<file path="src/rtl/icyc_pkg.sv">
package icyc_pkg;

    localparam int unsigned OP_W = 4;

    localparam logic [OP_W-1:0] OPC_LOAD  = 4'd0;
    localparam logic [OP_W-1:0] OPC_STORE = 4'd1;
    localparam logic [OP_W-1:0] OPC_ADD   = 4'd2;
    localparam logic [OP_W-1:0] OPC_JMP   = 4'd3;
    localparam logic [OP_W-1:0] OPC_EI    = 4'd4;
    localparam logic [OP_W-1:0] OPC_HALT  = 4'd15;

    typedef enum logic [3:0] {
        ST_F_MAR,   // PC -> MAR
        ST_F_RD,    // fetch read, PC+1 on completion
        ST_F_IR,    // MBR -> IR
        ST_DEC,     // examine IR
        ST_I_MAR,   // address field -> MAR
        ST_I_RD,    // indirect read
        ST_X_DISP,  // execute dispatch
        ST_X_RD,    // operand read
        ST_X_WR,    // operand write
        ST_T_SAVE,  // PC -> MBR, save address -> MAR
        ST_T_WR,    // save write, then vector
        ST_HALT
    } cyc_state_e;

endpackage

</file>
<file path="src/rtl/icyc_decode.sv">
module icyc_decode
    import icyc_pkg::*;
#(
    parameter int DATA_W = 16,
    parameter int ADDR_W = 11
) (
    input  logic [DATA_W-1:0] word_i,
    output logic              indirect_o,
    output logic [ADDR_W-1:0] field_o,
    output logic              rd_o,
    output logic              add_o,
    output logic              st_o,
    output logic              jmp_o,
    output logic              ei_o,
    output logic              halt_o
);
    localparam int IND_BIT = DATA_W - OP_W - 1;

    logic [OP_W-1:0] opcode;

    always_comb begin
        opcode     = word_i[DATA_W-1 -: OP_W];
        indirect_o = word_i[IND_BIT];
        field_o    = word_i[ADDR_W-1:0];
        add_o      = (opcode == OPC_ADD);
        rd_o       = (opcode == OPC_LOAD) || add_o;
        st_o       = (opcode == OPC_STORE);
        jmp_o      = (opcode == OPC_JMP);
        ei_o       = (opcode == OPC_EI);
        halt_o     = (opcode == OPC_HALT);
    end

endmodule

</file>
<file path="src/rtl/icyc_acc_alu.sv">
module icyc_acc_alu #(
    parameter int DATA_W = 16
) (
    input  logic [DATA_W-1:0] acc_i,
    input  logic [DATA_W-1:0] operand_i,
    input  logic              add_i,
    output logic [DATA_W-1:0] result_o
);
    always_comb begin
        result_o = add_i ? (acc_i + operand_i) : operand_i;
    end
endmodule

</file>
<file path="src/rtl/icyc_seq.sv">
module icyc_seq
    import icyc_pkg::*;
#(
    parameter int                DATA_W    = 16,
    parameter int                ADDR_W    = 11,
    parameter logic [ADDR_W-1:0] SAVE_ADDR = '0,
    parameter logic [ADDR_W-1:0] VEC_ADDR  = 11'd1
) (
    input  logic              clk,
    input  logic              rst_n,
    output logic              mem_req,
    output logic              mem_we,
    output logic [ADDR_W-1:0] mem_addr,
    output logic [DATA_W-1:0] mem_wdata,
    input  logic [DATA_W-1:0] mem_rdata,
    input  logic              mem_ready,
    input  logic              irq,
    output logic              int_en,
    output logic              halted
);
    localparam int PAD_W = DATA_W - ADDR_W;

    typedef struct packed {
        cyc_state_e        state;
        logic [ADDR_W-1:0] pc;
        logic [ADDR_W-1:0] mar;
        logic [DATA_W-1:0] mbr;
        logic [DATA_W-1:0] ir;
        logic [DATA_W-1:0] acc;
        logic              ie;
    } seq_regs_t;

    seq_regs_t q, d;

    logic              ir_ind, dc_rd, dc_add, dc_st, dc_jmp, dc_ei, dc_halt;
    logic [ADDR_W-1:0] ir_field;
    logic [DATA_W-1:0] alu_res;
    logic [ADDR_W-1:0] eff_addr;
    cyc_state_e        after_exec;

    icyc_decode #(.DATA_W(DATA_W), .ADDR_W(ADDR_W)) dec_i (
        .word_i     (q.ir),
        .indirect_o (ir_ind),
        .field_o    (ir_field),
        .rd_o       (dc_rd),
        .add_o      (dc_add),
        .st_o       (dc_st),
        .jmp_o      (dc_jmp),
        .ei_o       (dc_ei),
        .halt_o     (dc_halt)
    );

    icyc_acc_alu #(.DATA_W(DATA_W)) alu_i (
        .acc_i     (q.acc),
        .operand_i (mem_rdata),
        .add_i     (dc_add),
        .result_o  (alu_res)
    );

    always_comb begin
        d          = q;
        eff_addr   = q.mbr[ADDR_W-1:0];
        after_exec = (q.ie && irq) ? ST_T_SAVE : ST_F_MAR;
        unique case (q.state)
            ST_F_MAR: begin
                d.mar   = q.pc;
                d.state = ST_F_RD;
            end
            ST_F_RD: begin
                if (mem_ready) begin
                    d.mbr   = mem_rdata;
                    d.pc    = q.pc + ADDR_W'(1);
                    d.state = ST_F_IR;
                end
            end
            ST_F_IR: begin
                d.ir    = q.mbr;
                d.state = ST_DEC;
            end
            ST_DEC: begin
                d.state = ir_ind ? ST_I_MAR : ST_X_DISP;
            end
            ST_I_MAR: begin
                d.mar   = ir_field;
                d.state = ST_I_RD;
            end
            ST_I_RD: begin
                if (mem_ready) begin
                    d.mbr   = mem_rdata;
                    d.state = ST_X_DISP;
                end
            end
            ST_X_DISP: begin
                if (dc_halt) begin
                    d.state = ST_HALT;
                end else if (dc_rd) begin
                    d.mar   = eff_addr;
                    d.state = ST_X_RD;
                end else if (dc_st) begin
                    d.mar   = eff_addr;
                    d.mbr   = q.acc;
                    d.state = ST_X_WR;
                end else begin
                    if (dc_jmp) d.pc = eff_addr;
                    if (dc_ei)  d.ie = 1'b1;
                    d.state = after_exec;
                end
            end
            ST_X_RD: begin
                if (mem_ready) begin
                    d.mbr   = mem_rdata;
                    d.acc   = alu_res;
                    d.state = after_exec;
                end
            end
            ST_X_WR: begin
                if (mem_ready) d.state = after_exec;
            end
            ST_T_SAVE: begin
                d.mbr   = {{PAD_W{1'b0}}, q.pc};
                d.mar   = SAVE_ADDR;
                d.ie    = 1'b0;
                d.state = ST_T_WR;
            end
            ST_T_WR: begin
                if (mem_ready) begin
                    d.pc    = VEC_ADDR;
                    d.state = ST_F_MAR;
                end
            end
            ST_HALT: begin
                d.state = ST_HALT;
            end
            default: begin
                d.state = ST_HALT;
            end
        endcase
    end

    always_ff @(posedge clk or negedge rst_n) begin
        if (!rst_n) begin
            q.state <= ST_F_MAR;
            q.pc    <= '0;
            q.mar   <= '0;
            q.mbr   <= '0;
            q.ir    <= '0;
            q.acc   <= '0;
            q.ie    <= 1'b0;
        end else begin
            q <= d;
        end
    end

    always_comb begin
        mem_req   = (q.state == ST_F_RD) || (q.state == ST_I_RD) || (q.state == ST_X_RD)
                 || (q.state == ST_X_WR) || (q.state == ST_T_WR);
        mem_we    = (q.state == ST_X_WR) || (q.state == ST_T_WR);
        mem_addr  = q.mar;
        mem_wdata = q.mbr;
        int_en    = q.ie;
        halted    = (q.state == ST_HALT);
    end

    // a pending access keeps its request, address, direction and data
    assert_req_hold_R9: assert property (@(posedge clk) disable iff (!rst_n)
        (mem_req && !mem_ready) |=> (mem_req && $stable(mem_addr) && $stable(mem_we)
                                     && $stable(mem_wdata)));

    assert_we_with_req_R9: assert property (@(posedge clk) disable iff (!rst_n)
        mem_we |-> mem_req);

    // the completed fetch read steps the program counter by one
    assert_pc_step_R2: assert property (@(posedge clk) disable iff (!rst_n)
        (q.state == ST_F_RD && mem_ready) |=> (q.pc == $past(q.pc) + ADDR_W'(1)));

    // the enable drops only as the return-address save write is presented
    assert_save_on_clear_R8: assert property (@(posedge clk) disable iff (!rst_n)
        $fell(int_en) |-> (mem_req && mem_we && mem_addr == SAVE_ADDR));

    // once parked, the sequencer stays parked and silent
    assert_halt_sticky_R10: assert property (@(posedge clk) disable iff (!rst_n)
        halted |=> (halted && !mem_req));

    // the instruction register decodes to at most one class
    assert_one_class_R7: assert property (@(posedge clk) disable iff (!rst_n)
        $onehot0({dc_rd, dc_st, dc_jmp, dc_ei, dc_halt}));

endmodule

</file>
<file path="config.mk">
export PLATFORM = sky130hd
export DESIGN_NAME = icyc_seq
export DESIGN_NICKNAME = d
export VERILOG_FILES = /design/src/rtl/icyc_pkg.sv /design/src/rtl/icyc_decode.sv /design/src/rtl/icyc_acc_alu.sv /design/src/rtl/icyc_seq.sv
export SDC_FILE = /design/constraint.sdc
export NUM_CORES = 1
export LEC_CHECK = 0
export BUFFER_PORTS_ARGS = -buffer_cell sky130_fd_sc_hd__buf_2
export CORE_ASPECT_RATIO = 0.5
export CORE_UTILIZATION = 24
export CTS_CLUSTER_DIAMETER = 40
export CTS_CLUSTER_SIZE = 40
export DETAILED_ROUTE_END_ITERATION = 8
export HOLD_SLACK_MARGIN = 0.08
export PLACE_DENSITY = 0.38
export REMOVE_ABC_BUFFERS = 1
export SETUP_SLACK_MARGIN = 0.15
export SYNTH_ARGS = -nofsm -noshare
export SYNTH_HDL_FRONTEND = slang
export SYNTH_SLANG_ARGS = --single-unit
</file>
<file path="constraint.sdc">
create_clock -name clk -period 4.95 [get_ports clk]
set_clock_uncertainty 0.05 [all_clocks]
set_input_delay 1.2375 -clock clk [delete_from_list [all_inputs] [get_ports clk]]
set_output_delay 1.2375 -clock clk [all_outputs]
set_load 0.02 [all_outputs]
</file>
==> flow_summary.yaml <==
finish:
  drive_gt1_share_pct: 19.1
  area_delta_synth_final_pct: 12.6
  antennaDiodeCount: 0
  fill_cells: 2027
  multiInputGateArea_um2: 2460
  nNetsFinal: 570
  area.sequential_um2: 1880
  instances_no_fill: 797
  final_area_um2: 5350
critical_path:
  worstSetupPathType: "reg -> out"
  required_ps: 3660
  ff2ff_setup_slack_ps: 2280
  worst-path-max-fanout: 20
  arrival_ps: 2010
  worstSetupEndpointType: "primary output"
  start_kind: "flip-flop"
clock_tree:
  cts_max_path_buffers: 2
  path_clk_slew_ps: 60
  ctsHtreeMaxLevel: 3
  post_cts_buffers: 0
  cts_hold_buf: 0
  clkLatencyLatePin_ps: 330
  cts_buffers: 9
  cts_sinks: 75
  cts_root_buffer: "clkbuf_16"
  cts_resized: 0
  cts_tree: "done"
run:
  maxCapViolCount: 0
route:
  drt_wl_total_mm: 13.8
  post_drt_via_cell_ratio: 4.84
  vias: 3854
  drt_pass1_iterations: 8
  ant_nets: 0
  initialDrtViolationCount: 310
  detail_route.wl_per_cell_um: 17.4
  drc_errors: 0
placement:
  gp_congestion: 0.764
  placed_area_um2: 5020
  port_buffers: 50
  place_inst: 781
  post-dp-hpwl_mm: 9.77
global_route:
  grt_max_degree: 47
  met2_usage_pct: 20.1
  grt.total_usage_pct: 14.0
  grt_overflow: 0
  grt_pass1_wl_mm: 22.0
  busiest_layer: "met1"
  grtUsageMet1_pct: 21.6
  first_global_vias: 3717
  grtUsageMet3_pct: 2.45
  antenna_found_initial: 0
logic_synthesis:
  netlist_top_cells_area: "dfrtp_1, nor2_1, a21oi_1"
  yosys.area.top_type_share_pct: 39.5
  synth_common_cells: "dfrtp_1, nor2_1, nand2_1, a21oi_1, o21ai_0"
  synth_enable_flop_cells: 0
  avgSynthCellArea_um2: 9.03
  synth-simple-area-share_pct: 14.8
  yosys.area.top_type: "dfrtp_1"
  synth-seq-area-share_pct: 39.5
  synth_adder_area_share_pct: 4.64
  synth_seq_cells: 75
  syn_inst: 526
  synth_top_family_by_area: "compound AO/OA/AOI/OAI gates"
  synth_compound_area_share_pct: 23.1
  muxShareOfSynthArea_pct: 7.38
  yosys_warnings: 0
  yosys.cell_count.top_type: "dfrtp_1"
  ys.flop_type: "dfrtp_1"
  syn_area_um2: 4750
  synth_cell_type_count: 63
  synthXorXnorAreaFrac_pct: 1.66
  async_reset_ff_share_pct: 100
timing:
  max_slew_margin_pct: 31.9
  worst_pin_slew_ps: 1020
  clock.fmax_ghz: 0.303
  period_share_pct: 66.6
  final.setup.tns_ps: 0
  drv_slew: 0
  final.min_clock_period_ps: 3300
  fin_hold_ws_ps: 462
  finalHoldViolations: 0
  rsz0062_at_grt: "false"
  setup_viol: 0
floorplanning:
  coreArea_um2: 18900
  design.die.area_um2: 20400
  io_pins: 51
  die_h_um: 101
  rows: 35
  start_util_pct: 25.2
  fp.dieW_um: 201
power:
  seq_power_share_pct: 42.4
  swShare_pct: 24.6
  p_leak_nw: 2.39
  power.internal_mw: 1.12
  p_comb_share_pct: 8.2
  p_sw_mw: 0.364
  ir_worst_vdd_mv: 0.132
  cellPowerDensity_nw_per_um2: 277
  clkPwrFrac_pct: 49.4
  power_mw: 1.48
min_path:
  hold_path.class: "reg -> reg"
run_status:
  outcome: "finished, final reports clean"
-- per-layer routing --
layer / routed length (µm) / share of wire (%) / up-vias
met5: 0 / 0 / -
met4: 80 / 0.58 / 0
met3: 454 / 3.3 / 6
met2: 5710 / 41 / 67
met1: 7600 / 55 / 1862
li1: - / - / 1919
-- power by group through the flow --
stage	clock (mW)	combinational, mW	sequential, mW
finish	0.731	0.122	0.627
floorplan	0	0.0779	0.636
global placement	0	0.124	0.638
CTS	0.763	0.124	0.627
global route	0.781	0.139	0.628
detailed placement	0	0.124	0.638
-- critical path, stage by stage (launching register included) --
cell     delay (ps)
dfrtp_1         610
inv_2           100
nor2_1          180
nor3b_2          60
buf_4           240
or2_2           310
buf_2           160
-- per-stage QoR --
step           setup slack (ps)  utilization, %
4_1_cts                    1640            28.3
3_3_place_gp               1430            26.6
2_1_floorplan              1480               -
5_1_grt                    1490            28.3
3_5_place_dp               1420            26.6
6_report                   1650            28.3
-- sequential cells by signal (all words and copies together), names as in the netlist --
name       cells
int_en         1
mem_addr      11
q             47
mem_wdata     16
-- cell usage in the layout, fill, tap and decap left out, drive strengths merged, types with 3 or more instances in the layout --
cell type  instances
a31oi             22
buf               57
xor2               3
nor3               6
a21oi             43
a222oi            11
nand3              6
nand2b             3
mux2i             17
inv               17
a32oi              4
nand2             44
and3              10
nor2              59
mux2              16
or3                3
dfrtp             75
xnor2              6
ha                16
clkbuf             9
nor3b              5
clkinv             3
o21ai             35
a31o               3
a22oi             19
a21o               5
-- logic make-up (layout without fill, tap and decap cells) --
logic type,after synthesis,after routing
mux,33,33
fa+ha+maj,17,17
compound gates,166,166
simple gates,150,150
flops,75,75
xor+xnor,9,9
buf+inv,76,88
-- worst paths after layout --
kind,startpoint,endpoint,cells past startpoint
max,q[72],mem_req,6
min,q[21],q[21],1
max reg2reg,q[74],mem_wdata[1],7
min reg2reg,q[21],q[21],1
max in group asynchronous,rst_n,q[24],2
min in group asynchronous,rst_n,mem_wdata[12],1
-- layout make-up --
class,count,share of cell area (%)
Multi-Input combinational cell,375,46.0
Sequential cell,75,35.1
Tap cell,259,6.06
Timing Repair Buffer,57,5.71
Clock buffer,9,4.21
Clock inverter,7,1.87
Inverter,15,1.05
No activity file was read; power rests on OpenSTA's default activity.
